**src/rtl/fpc_pkg.sv**
```systemverilog
package fpc_pkg;

  typedef enum logic [1:0] {
    MODE_FREQ_HI   = 2'b00,
    MODE_FREQ_LO   = 2'b01,
    MODE_PERIOD_LO = 2'b10,
    MODE_RESERVED  = 2'b11
  } measMode_e;

  // strobes from the controller to the datapath
  typedef struct packed {
    logic clr;
    logic run;
    logic periodMode;
    logic useLow;
  } strb_t;

  localparam int GATE_TICK_W = 6;

  function automatic logic [GATE_TICK_W-1:0] gateTicks(input logic [1:0] sel);
    case (sel)
      2'b00:   gateTicks = GATE_TICK_W'(1);
      2'b01:   gateTicks = GATE_TICK_W'(4);
      2'b10:   gateTicks = GATE_TICK_W'(8);
      default: gateTicks = GATE_TICK_W'(32);
    endcase
  endfunction

endpackage

```
**src/rtl/fpc_edge_sync.sv**
```systemverilog
module fpc_edge_sync #(
  parameter int STAGES = 2
) (
  input  logic clk,
  input  logic rstN,
  input  logic din,
  output logic rise
);
  logic [STAGES-1:0] shQ;
  logic              prevQ;

  always_ff @(posedge clk) begin
    if (!rstN) begin
      shQ   <= '0;
      prevQ <= 1'b0;
    end else begin
      shQ   <= {shQ[STAGES-2:0], din};
      prevQ <= shQ[STAGES-1];
    end
  end

  assign rise = shQ[STAGES-1] & ~prevQ;

  // one input edge yields one single-cycle pulse
  a_r6_single_pulse: assert property (@(posedge clk) disable iff (!rstN)
    rise |=> !rise);

endmodule

```
**src/rtl/fpc_ctrl.sv**
```systemverilog
module fpc_ctrl
  import fpc_pkg::*;
#(
  parameter int TICK_DIV = 200000
) (
  input  logic       clk,
  input  logic       rstN,
  input  logic       setupValid,
  input  logic [1:0] setupMode,
  input  logic       startValid,
  input  logic [1:0] gateSel,
  output strb_t      strb,
  output logic       busy,
  output logic       done
);
  localparam int PRE_W  = (TICK_DIV > 1) ? $clog2(TICK_DIV) : 1;
  localparam int TICK_W = GATE_TICK_W;
  localparam logic [PRE_W-1:0] PRE_LAST = PRE_W'(TICK_DIV - 1);

  measMode_e         modeQ;
  logic              busyQ, doneQ;
  logic [PRE_W-1:0]  preQ;
  logic [TICK_W-1:0] tickQ, gateQ;
  logic              accept, tickEnd;

  assign accept  = startValid && !busyQ;
  assign tickEnd = (preQ == PRE_LAST);

  always_ff @(posedge clk) begin
    if (!rstN) begin
      modeQ <= MODE_FREQ_HI;
      busyQ <= 1'b0;
      doneQ <= 1'b0;
      preQ  <= '0;
      tickQ <= '0;
      gateQ <= '0;
    end else begin
      if (!busyQ && setupValid && setupMode != MODE_RESERVED)
        modeQ <= measMode_e'(setupMode);
      if (accept) begin
        busyQ <= 1'b1;
        doneQ <= 1'b0;
        preQ  <= '0;
        tickQ <= '0;
        gateQ <= gateTicks(gateSel);
      end else if (busyQ) begin
        if (tickEnd) begin
          preQ <= '0;
          if (tickQ == gateQ - 1'b1) begin
            busyQ <= 1'b0;
            doneQ <= 1'b1;
          end else begin
            tickQ <= tickQ + 1'b1;
          end
        end else begin
          preQ <= preQ + 1'b1;
        end
      end
    end
  end

  always_comb begin
    strb.clr        = accept;
    strb.run        = busyQ;
    strb.periodMode = (modeQ == MODE_PERIOD_LO);
    strb.useLow     = (modeQ != MODE_FREQ_HI);
  end

  assign busy = busyQ;
  assign done = doneQ;

  a_r4_busy_done_excl: assert property (@(posedge clk) disable iff (!rstN)
    !(busyQ && doneQ));
  a_r4_end_sets_done: assert property (@(posedge clk) disable iff (!rstN)
    $fell(busyQ) |-> doneQ);
  a_r5_start_arms: assert property (@(posedge clk) disable iff (!rstN)
    (startValid && !busyQ) |=> (busyQ && !doneQ));
  a_r2_reserved_kept: assert property (@(posedge clk) disable iff (!rstN)
    (setupValid && setupMode == 2'b11) |=> $stable(modeQ));
  a_r9_setup_busy_ignored: assert property (@(posedge clk) disable iff (!rstN)
    (setupValid && busyQ) |=> $stable(modeQ));
  a_r9_gate_kept: assert property (@(posedge clk) disable iff (!rstN)
    (busyQ && $past(busyQ)) |-> $stable(gateQ));
  a_r3_tick_bound: assert property (@(posedge clk) disable iff (!rstN)
    busyQ |-> (tickQ < gateQ));

endmodule

```
**src/rtl/fpc_dpath.sv**
```systemverilog
module fpc_dpath
  import fpc_pkg::*;
#(
  parameter int CNT_W = 20
) (
  input  logic             clk,
  input  logic             rstN,
  input  strb_t            strb,
  input  logic             riseHi,
  input  logic             riseLo,
  output logic [CNT_W-1:0] count
);
  localparam logic [CNT_W-1:0] MAXV = '1;

  logic [CNT_W-1:0] cntQ, accQ, cntInc, accInc;
  logic             armedQ, edgeSel;

  assign edgeSel = strb.useLow ? riseLo : riseHi;
  assign cntInc  = (cntQ == MAXV) ? MAXV : cntQ + 1'b1;
  assign accInc  = (accQ == MAXV) ? MAXV : accQ + 1'b1;

  always_ff @(posedge clk) begin
    if (!rstN) begin
      cntQ   <= '0;
      accQ   <= '0;
      armedQ <= 1'b0;
    end else if (strb.clr) begin
      cntQ   <= '0;
      accQ   <= '0;
      armedQ <= 1'b0;
    end else if (strb.run) begin
      if (strb.periodMode) begin
        if (edgeSel && !armedQ) begin
          armedQ <= 1'b1;
          accQ   <= '0;
        end else if (armedQ) begin
          accQ <= accInc;
          if (edgeSel) cntQ <= accInc;
        end
      end else if (edgeSel) begin
        cntQ <= cntInc;
      end
    end
  end

  assign count = cntQ;

  a_r8_no_wrap: assert property (@(posedge clk) disable iff (!rstN)
    (strb.run && !strb.clr && cntQ == MAXV) |=> (cntQ == MAXV));
  a_r5_clear: assert property (@(posedge clk) disable iff (!rstN)
    strb.clr |=> (cntQ == '0));
  a_r4_hold_idle: assert property (@(posedge clk) disable iff (!rstN)
    (!strb.run && !strb.clr) |=> $stable(cntQ));
  a_r6_unit_step: assert property (@(posedge clk) disable iff (!rstN)
    (strb.run && !strb.periodMode) |=>
      ((cntQ == $past(cntQ)) || (cntQ == CNT_W'($past(cntQ) + 1'b1))));

endmodule

```
**src/rtl/fpc_top.sv**
```systemverilog
module fpc_top
  import fpc_pkg::*;
#(
  parameter int CNT_W       = 20,
  parameter int TICK_DIV    = 200000,
  parameter int SYNC_STAGES = 2
) (
  input  logic             clk,
  input  logic             rstN,
  input  logic             hiIn,
  input  logic             loIn,
  input  logic             setupValid,
  input  logic [1:0]       setupMode,
  input  logic             startValid,
  input  logic [1:0]       gateSel,
  output logic [CNT_W-1:0] result,
  output logic             busy,
  output logic             done
);
  localparam int N_IN = 2;

  strb_t           strb;
  logic [N_IN-1:0] rawIn, riseVec;

  assign rawIn = {loIn, hiIn};

  for (genvar g = 0; g < N_IN; g++) begin : g_sync
    fpc_edge_sync #(.STAGES(SYNC_STAGES)) sync_i (
      .clk (clk),
      .rstN(rstN),
      .din (rawIn[g]),
      .rise(riseVec[g])
    );
  end

  fpc_ctrl #(.TICK_DIV(TICK_DIV)) ctrl_i (
    .clk       (clk),
    .rstN      (rstN),
    .setupValid(setupValid),
    .setupMode (setupMode),
    .startValid(startValid),
    .gateSel   (gateSel),
    .strb      (strb),
    .busy      (busy),
    .done      (done)
  );

  fpc_dpath #(.CNT_W(CNT_W)) dpath_i (
    .clk   (clk),
    .rstN  (rstN),
    .strb  (strb),
    .riseHi(riseVec[0]),
    .riseLo(riseVec[1]),
    .count (result)
  );

endmodule

```
**config.mk**
```make
export PLATFORM = sky130hd
export DESIGN_NAME = fpc_top
export DESIGN_NICKNAME = d
export VERILOG_FILES = /design/src/rtl/fpc_pkg.sv /design/src/rtl/fpc_edge_sync.sv /design/src/rtl/fpc_ctrl.sv /design/src/rtl/fpc_dpath.sv /design/src/rtl/fpc_top.sv
export SDC_FILE = /design/constraint.sdc
export NUM_CORES = 1
export LEC_CHECK = 0
export ABC_AREA = 1
export ABC_CLOCK_PERIOD_IN_PS = 1700
export CAP_MARGIN = 0
export CORE_ASPECT_RATIO = 1.75
export CORE_UTILIZATION = 41
export CTS_CLUSTER_SIZE = 30
export DETAILED_ROUTE_END_ITERATION = 10
export GPL_TIMING_DRIVEN = 0
export HOLD_SLACK_MARGIN = 0.08
export PLACE_DENSITY = 0.64
export RECOVER_POWER = 100
export SLEW_MARGIN = 10
export SYNTH_ARGS = -nofsm -noshare
export SYNTH_HDL_FRONTEND = slang
export SYNTH_HIERARCHICAL = 1
export SYNTH_SLANG_ARGS = --single-unit
```
**constraint.sdc**
```tcl
create_clock -name clk -period 1.7 [get_ports clk]
set_clock_uncertainty 0.1 [all_clocks]
set_input_delay 0.17 -clock clk [delete_from_list [all_inputs] [get_ports clk]]
set_output_delay 0.17 -clock clk [all_outputs]
set_load 0.01 [all_outputs]
```
==> results of run 1 <==
[placed cells by master (no fill, tap or decap), drive strengths merged, types with 2 or more instances in the layout]
cell type,n
a21oi,57
buf,43
clkbuf,17
clkdlybuf4s50,26
dfxtp,79
dlygate4sd3,4
ha,5
inv,85
nand2,219
nand3,72
nand3b,3
nand4,25
nor2,102
nor3,13
o21ai,24
o21bai,2
o22ai,2
xnor2,9
xor2,18
[power by group through the flow]
stage | Clock, W | Combinational (W) | Sequential (W)
2_1_floorplan | 0 | 0.000184 | 0.00193
3_3_place_gp | 0 | 0.000279 | 0.00193
3_5_place_dp | 0 | 0.000285 | 0.00193
4_1_cts | 0.00201 | 0.000314 | 0.00189
5_1_grt | 0.00209 | 0.000380 | 0.00189
6_report | 0.00195 | 0.000346 | 0.00189
[worst min-delay path, stage by stage]
cell,delay [ns]
clkdlybuf4s50_1,0.40
nand2_1,0.06
inv_1,0.03
[final timing paths]
path | startpoint | to | slack, ns | cells past startpoint
max reg2reg | dpath_i/accQ[1] | dpath_i/count[9] | -0.06 | 11
min | loIn | g_sync[1].sync_i/shQ[0] | 0.26 | 3
max | dpath_i/accQ[1] | dpath_i/count[9] | -0.06 | 11
min reg2reg | g_sync[1].sync_i/shQ[0] | g_sync[1].sync_i/shQ[1] | 0.31 | 2
[area by class of cell]
type                       count  area [sq um]  area share
buffer                        21           176      0.0277
clock buffer                  12           256      0.0403
clock inverter                 3          42.5     0.00668
inverter                      85           332      0.0521
multi-input combinational    556          3200       0.502
sequential                    79          1620       0.255
tap                          132           165      0.0259
timing repair buffer          58           573      0.0900
[kinds of logic (layout without fill, tap and decap cells)]
group,count (synthesis),count (layout),synth area share
buffers and inverters,106,179,0.0925
adders and majority gates,5,5,0.0131
DFF,79,79,0.330
and+or+nand+nor,435,435,0.415
xor gates and xnor gates,27,27,0.0494
muxes,1,1,0.00235
AOI/OAI and AO/OA,88,88,0.0972
[per-stage QoR]
step / setup TNS, ns / instances / power (W) / setup WS (ns) / hold WS, ns
after floorplan: 0 / 741 / 0.00212 / 0.0105 / 0.163
after global placement: -28.52 / 904 / 0.00221 / -0.779 / 0.298
after detailed placement: -32.63 / 904 / 0.00222 / -0.856 / 0.300
after CTS: -0.175 / 938 / 0.00421 / -0.0392 / 0.258
after global routing: -3.89 / 946 / 0.00436 / -0.152 / 0.290
final: -0.415 / 946 / 0.00419 / -0.0600 / 0.261
[routing by layer]
metal  GRT usage  routed length [um]  vias up
li1            -                   -     2527
met1       0.215                4890     2327
met2       0.440                7780      135
met3      0.0290                 372       60
met4       0.161                 999        0
met5           0                   0        -
[state kept, by name, summed over array words and instances (netlist names)]
signal               count
g_sync.sync_i/prevQ      2
dpath_i/count           20
dpath_i/accQ            20
ctrl_i/done              1
ctrl_i/busy              1
ctrl_i/preQ             18
dpath_i/armedQ           1
ctrl_i/tickQ             6
ctrl_i/modeQ             2
ctrl_i/gateQ             4
g_sync.sync_i/shQ        4
[what timing repair did]
item / in CTS / in global routing
buffers inserted: 16 / 7
hold buffers: 0 / 0
pin swaps: 19 / 43
cloned: 3 / 1
setup endpoints to repair: 56 / 58
gates resized for setup: 81 / 101
==> flow_summary.toml, run 1 <==
[clock_tree]
cts_tree = "yes"
cts_made_buffers = 9
clock_sinks = 79
insertion_delay_ns = 0.34
cts-root-buf = "clkbuf_16"
cts.path.max_buffers = 2
cts_max_level = 3
cts.clk_slew.worst_paths_ns = 0.06

[synthesis]
postSynthCellCount = 741
synth_area_leader_cell = "dfxtp_1"
ys_types = 38
synthArstFlopShare = 0
synth_nets = 756
synth_seq_cells = 79
ys_seq_area_frac = 0.330
syn-cell-area_sq_mm = 0.00479
synth_area_leaders = "dfxtp_1 33%, nand2_1 16%, nor2_1 7.1%"
yosysMostFrequentCell = "nand2_1"
synthTopCellsByCount = "209 x nand2_1, 90 x nor2_1, 79 x dfxtp_1"
ys.flop_type = "dfxtp_1"
ys_warn_count = 6
avgSynthCellArea_sq_um = 6.46
yosysTopAreaCellShare = 0.330
synth-edff-count = 0

[pwr]
p_clk_frac = 0.466
power_frac_comb = 0.083
p_int_w = 0.00321
p_per_area_mw_per_mm2 = 658
p_leak_nw = 2.51
pwr-share-seq = 0.451
vdd_drop_max_mv = 0.488
power.net_switching_w = 0.000983
switching_share = 0.235

[placed_design]
dpl_cell_area_sq_mm = 0.00527
gp_congestion = 0.916
port_buffers = 31
place_hpwl_um = 9880

[outcome]
violations = "negative setup slack"
status = "finished, violations left"

[route]
route.detailed.drc = 0
vias = 5049
routed_wl_um = 14000
avgRoutedWirePerCell_um = 14.8
ant_nets = 0
avgViaCountPerCell = 5.34
drt-initial-drc-count = 254
dr.pass1.iters = 6

[layout]
final_area_sq_mm = 0.00637
n_antenna_cell = 0
nFillCells = 1029
nets = 825
area_growth_pct = 33.0
drive_gt1_frac = 0.257
final_util = 0.567

[critical_path]
path_cells = "ha_4, nand2_4, nor2_4, nand2_4, nor2_4, nand2_2, buf_6, clkbuf_16, nand4_1, nand3_1, a21oi_1"
cp-start-kind = "register"
critical_path_arrival_ns = 1.93
setup.worst_path.end_class = "register"
worst_path_max_delay_cell = "dfxtp_4"
path_buf_inv = 2
path_max_fanout = 5
critPathKind = "reg -> reg"
slowest_delay_ns = 0.37
crit_required_ns = 1.87
crit_family = "simple AND/OR/NAND/NOR gates"

[sta]
period_needed_ns = 1.76
timing.fmax_ghz = 0.568
hold_viol = 0
setup_viol = 14
fin_ws_ns = -0.0600
rsz0062_at_grt = "yes"
post-route-period-util = 1.04
tightest_slew_ns = 0.565
slew_headroom = 0.623
maxSlewViolCount = 0

[floorplanning]
num_rows = 51
io_pins = 32
die_y_um = 145
die_width_um = 83.7
die_area_sq_mm = 0.0121
start_util = 0.426
core_sq_mm = 0.0112

[min_path]
min_path_type = "in -> reg"

[global_routing]
antenna_found_initial = 0
grt_max_degree = 14
grt_pass1_wl_um = 22300
track_usage = 0.228
grt_pass1_vias = 4907
gr-total-overflow = 0

[flow_run]
max-cap-violations = 0
Power figures use the tool's default switching activity.
==> run 2: changes to the inputs <==
--- a/config.mk
+++ b/config.mk
@@ -12,6 +12,7 @@
 export CORE_UTILIZATION = 41
 export CTS_CLUSTER_SIZE = 30
 export DETAILED_ROUTE_END_ITERATION = 10
+export GPL_ROUTABILITY_DRIVEN = 0
 export GPL_TIMING_DRIVEN = 0
 export HOLD_SLACK_MARGIN = 0.08
 export PLACE_DENSITY = 0.64
==> run 2 against run 1 <==
Compared with the run above: the flow still finishes with violations (negative setup slack); clock power grew 11%; register-to-register slack about the same; core utilization about the same; total power grew 5.6%; sequential power about the same; sequential share of layout area up 0.18 points; largest power group unchanged.
==> flow_summary.toml, run 2 (synthesis gave the netlist of run 1 again) <==
[floorplanning]
core_sq_mm = 0.0112
die_y_um = 145
io_pins = 32
start_util = 0.426
num_rows = 51
die_width_um = 83.7
die_area_sq_mm = 0.0121

[critical_path]
r2r-start = "dpath_i/accQ[0]"
critical_path_arrival_ns = 1.93
critPathMostFrequentCell = "nand2_4"
crit_required_ns = 1.86
reg2regPathDepth = 11
slowest_delay_ns = 0.37
r2r_end = "dpath_i/accQ[7]"
crit_family = "simple AND/OR/NAND/NOR gates"
setup.worst_path.end_class = "register"
path_depth = 11
path_buf_inv = 2
path_max_fanout = 6
path_cells = "ha_4, nand2_4, nor2_4, nand2_4, nor2_4, nand2_4, buf_8, clkbuf_16, nand2_2, nand2_1, a21oi_2"
cp-start-kind = "register"
worst_path_max_delay_cell = "dfxtp_4"
critPathKind = "reg -> reg"
r2r_setup_slack_ns = -0.07

[global_routing]
antenna_found_initial = 0
grt_pass1_vias = 4942
track_usage = 0.231
grt_pass1_wl_um = 22600
gr-total-overflow = 0
grt_max_degree = 14

[min_path]
hold_end = "g_sync[1].sync_i/shQ[0]"
hp-start = "loIn"
hold_depth = 3
min_path_type = "in -> reg"

[pwr]
vdd_drop_max_mv = 0.637
p_per_area_mw_per_mm2 = 696
p_leak_nw = 2.55
report.power.total_w = 0.00443

[layout]
drive_gt1_frac = 0.259
nets = 825
area_growth_pct = 32.9
n_antenna_cell = 0
layout_common_cells = "190 x nand2_1, 72 x inv_1, 71 x nor2_1"
fin_cells = 947
final_common_cell = "nand2_1"

[sta]
hold_slack_ns = 0.269
finalSetupTns_ns = -0.368
setup_viol = 13
rsz0062_at_grt = "yes"
maxSlewViolCount = 0
period_needed_ns = 1.77
timing.fmax_ghz = 0.566
fin_ws_ns = -0.0654
post-route-period-util = 1.04
hold_viol = 0
slew_headroom = 0.688
tightest_slew_ns = 0.468

[route]
ant_nets = 0
routed_wl_um = 14300
drt-initial-drc-count = 249
avgViaCountPerCell = 5.37
avgRoutedWirePerCell_um = 15.1
route.detailed.drc = 0
vias = 5086
dr.pass1.iters = 5

[clock_tree]
holdBufCountCts = 0
insertion_delay_ns = 0.34
cts.clk_slew.worst_paths_ns = 0.06
cts-root-buf = "clkbuf_16"
cts.path.max_buffers = 2
cts_tree = "yes"
clock_sinks = 79
cts_max_level = 3
cts_made_buffers = 9

[outcome]
status = "finished, violations left"
violations = "negative setup slack"

[placed_design]
place_hpwl_um = 9900
dp_slack_ns = -0.835
dp.cells = 904
port_buffers = 31

[flow_run]
max-cap-violations = 0
[run 2: cell types whose count changed in the layout (fill, tap and decap cells not counted), moves of 4 or more]
cell             previous run  this run
a21oi_1                    40        44
a21oi_2                    17        13
clkdlybuf4s50_1            26        30
dfxtp_1                    57        47
dfxtp_2                    16        27
dlygate4sd3_1               4         0
nand2_1                   181       190
nand2_2                    25        19
nand3_1                    51        58
nand3_2                    19        12
nor2_1                     79        71
nor2_2                      6        12
[run 2: metal layers]
| layer | global-route usage | wire length (um) | share of wire | up-vias |
|---|---|---|---|---|
| met5 | 0 | 0 | 0 | - |
| met4 | 0.164 | 923 | 0.065 | 0 |
| met3 | 0.0381 | 433 | 0.030 | 69 |
| met2 | 0.447 | 7950 | 0.56 | 157 |
| met1 | 0.211 | 5000 | 0.35 | 2331 |
| li1 | - | - | - | 2529 |
[run 2: area by class of cell]
type | instances | area (sq um)
Buffer | 21 | 188
Clock buffer | 14 | 284
Clock inverter | 2 | 60.1
Fill cell | 1036 | 4870
Inverter | 85 | 333
Multi-Input combinational cell | 556 | 3170
Sequential cell | 79 | 1630
Tap cell | 132 | 165
Timing Repair Buffer | 58 | 531
[run 2: worst max-delay path by stage]
stage	start	end	slack [ns]
2_1_floorplan	dpath_i/count[0]	dpath_i/count[12]	0.01
3_3_place_gp	rstN	dpath_i/count[16]	-0.77
3_5_place_dp	rstN	dpath_i/count[16]	-0.83
4_1_cts	dpath_i/accQ[1]	dpath_i/count[3]	-0.02
5_1_grt	dpath_i/accQ[0]	dpath_i/accQ[7]	-0.12
6_report	dpath_i/accQ[0]	dpath_i/accQ[7]	-0.07
[run 2: what timing repair did]
action	CTS	global route
gates resized for setup	67	113
pin swaps	16	33
cloned	3	1
buffers inserted	15	8
setup endpoints to repair	59	65
[run 2: tightest hold or removal path, cell delays in order]
cell	delay, ns
clkdlybuf4s50_1	0.40
nand2_1	0.06
inv_1	0.03
[run 2: metrics by stage]
| step | instance area [sq um] | utilization |
|---|---|---|
| 2_1_floorplan | 4790 | - |
| 3_3_place_gp | 5270 | 0.469 |
| 3_5_place_dp | 5270 | 0.469 |
| 4_1_cts | 5940 | 0.529 |
| 5_1_grt | 6360 | 0.567 |
| 6_report | 6360 | 0.567 |
[run 2: power breakdown]
part	internal [W]	total, W	switching (W)
combinational	0.000142	0.000359	0.000217
sequential	0.00187	0.00189	0.0000232
clock	0.00145	0.00217	0.000726
total	0.00346	0.00443	0.000967
==> run 3: changes to the inputs <==
--- a/config.mk
+++ b/config.mk
@@ -8,7 +8,7 @@
 export ABC_AREA = 1
 export ABC_CLOCK_PERIOD_IN_PS = 1700
 export CAP_MARGIN = 0
-export CORE_ASPECT_RATIO = 1.75
+export CORE_ASPECT_RATIO = 1.5
 export CORE_UTILIZATION = 41
 export CTS_CLUSTER_SIZE = 30
 export DETAILED_ROUTE_END_ITERATION = 10
==> run 3 against run 2 <==
Compared with the run above: the run still ends with negative setup slack left; first-iteration DRC count shrank 4.4%; core utilization shrank 0.77 points; register-to-register slack gained 0.06 ns; total power grew 1.6%; non-clock buffer count grew 1; clock power grew 3%; wire length shrank 6.4%; global-route usage shrank 1.7 points; die area is essentially flat; final area grew 0.22%; sequential power is essentially flat; largest power group unchanged.
==> flow_summary.toml, run 3 (synthesis gave the netlist of run 1 again) <==
[outcome]
status = "finished, violations left"
violations = "negative setup slack"

[critical_path]
setup.worst_path.end_class = "register"
critPathKind = "reg -> reg"
slowest_delay_ns = 0.37
path_buf_inv = 2
cp-start-kind = "register"
critical_path_arrival_ns = 1.86
r2r_setup_slack_ns = -0.003
path_depth = 11
worst_path_max_delay_cell = "dfxtp_4"
r2r_end = "dpath_i/accQ[9]"
critPathCapture = "dpath_i/accQ[9]"
startpoint = "dpath_i/accQ[1]"
crit_family = "simple AND/OR/NAND/NOR gates"
crit_required_ns = 1.86
reg2regPathDepth = 11
path_cells = "ha_4, nand2_2, nor2_4, nand2_2, nor2_2, nand2_2, buf_6, clkbuf_16, nand3_1, nand2_1, a21oi_1"
path_max_fanout = 6
r2r-start = "dpath_i/accQ[1]"
critPathMostFrequentCell = "nand2_2"

[floorplanning]
core_sq_mm = 0.0114
die_area_sq_mm = 0.0121
start_util = 0.420
io_pins = 32
num_rows = 48
die_y_um = 134
die_width_um = 90.2

[placed_design]
place_hpwl_um = 9540
port_buffers = 31
dp_slack_ns = -0.796
dpl_cell_area_sq_mm = 0.00529

[route]
vias = 4973
avgRoutedWirePerCell_um = 13.9
dr.pass1.iters = 6
drt-initial-drc-count = 238
route.detailed.drc = 0
routed_wl_um = 13400
avgViaCountPerCell = 5.15
ant_nets = 0

[sta]
period_needed_ns = 1.70
tightest_slew_ns = 0.501
timing.fmax_ghz = 0.587
slew_headroom = 0.666
finalSetupTns_ns = -0.00263
maxSlewViolCount = 0
post-route-period-util = 1.00
rsz0062_at_grt = "yes"
setup_viol = 1
hold_viol = 0
fin_ws_ns = -0.00263

[clock_tree]
insertion_delay_ns = 0.34
holdBufCountCts = 0
cts.clk_slew.worst_paths_ns = 0.06
clock_sinks = 79
cts-root-buf = "clkbuf_16"
cts_max_level = 3
cts_made_buffers = 9
cts.path.max_buffers = 2
cts_tree = "yes"

[global_routing]
gr-usage-met2 = 0.414
gr-total-overflow = 0
grt_pass1_wl_um = 20700
use_met1 = 0.207
grt_pass1_vias = 4572
antenna_found_initial = 0
busiest_layer = "met2"
grt.met3_usage = 0.0312
grt_max_degree = 14
track_usage = 0.214

[layout]
final_area_sq_mm = 0.00638
area_growth_pct = 33.2
final_util = 0.559
final_common_cell = "nand2_1"
drive_gt1_frac = 0.264
n_antenna_cell = 0
layout_common_cells = "189 x nand2_1, 74 x inv_1, 74 x nor2_1"
nets = 826

[min_path]
min_path_type = "in -> reg"
hp-start = "hiIn"

[pwr]
p_int_w = 0.00352
power_frac_comb = 0.082
p_clk_frac = 0.498
switching_share = 0.216
p_leak_nw = 2.50
p_per_area_mw_per_mm2 = 705
vdd_drop_max_mv = 0.570
pwr-share-seq = 0.420
power.net_switching_w = 0.000973

[flow_run]
max-cap-violations = 0
==> run 3: changes by cell type in the layout (fill, tap and decap cells not counted), sizes merged <==
cell / before / now
buf: 43 / 44
bufinv: 2 / 3
clkbuf: 19 / 17
clkdlybuf4s50: 30 / 18
dlygate4sd3: 0 / 12
==> run 3: worst min path at each step <==
stage                         endpoint  slack [ns]  cells after the start
2_1_floorplan  g_sync[0].sync_i/shQ[0]        0.16                      2
3_3_place_gp   g_sync[1].sync_i/shQ[1]        0.29                      2
3_5_place_dp   g_sync[0].sync_i/shQ[1]        0.30                      2
4_1_cts        g_sync[1].sync_i/shQ[0]        0.26                      3
5_1_grt        g_sync[1].sync_i/shQ[0]        0.29                      3
6_report       g_sync[0].sync_i/shQ[0]        0.27                      3
==> run 3: worst register-to-register path, stage by stage (launching register included) <==
cell,delay (ns)
dfxtp_4,0.37
ha_4,0.14
nand2_2,0.07
nor2_4,0.11
nand2_2,0.09
nor2_2,0.10
nand2_2,0.08
buf_6,0.16
clkbuf_16,0.17
nand3_1,0.07
nand2_1,0.06
a21oi_1,0.12
==> run 3: layout make-up <==
type                            instances  area [sq um]
Clock inverter                          3          90.1
Multi-Input combinational cell        556          3140
Buffer                                 21           184
Timing Repair Buffer                   59           548
Inverter                               85           335
Sequential cell                        79          1640
Tap cell                              150           188
Fill cell                            1086          5030
Clock buffer                           12           256
==> run 3: power by group through the flow <==
| stage | clock (W) | sequential [W] | combinational, W |
|---|---|---|---|
| global placement | 0 | 0.00193 | 0.000280 |
| floorplan | 0 | 0.00193 | 0.000184 |
| global route | 0.00237 | 0.00189 | 0.000403 |
| CTS | 0.00230 | 0.00189 | 0.000313 |
| detailed placement | 0 | 0.00193 | 0.000283 |
| finish | 0.00224 | 0.00189 | 0.000369 |
==> run 3: routing by layer <==
layer / part of all wire / wire length (um)
met5: 0 / 0
met4: 0.052 / 690
met3: 0.028 / 376
met2: 0.55 / 7310
met1: 0.37 / 5020
==> run 3: per-stage QoR <==
step	power [W]	hold slack, ns	std cells
after detailed placement	0.00222	0.298	922
after global placement	0.00221	0.292	922
after CTS	0.00450	0.257	952
after global routing	0.00466	0.293	965
final	0.00450	0.273	965
after floorplan	0.00212	0.163	741
==> run 3: what timing repair did <==
item                                    4_1_cts  5_1_grt
gates resized for setup                      64      110
pin swaps                                    17       24
endpoints found under the hold margin         0        0
gates cloned                                  2        2
endpoints found under the setup margin       61       64
setup buffers                                13       11
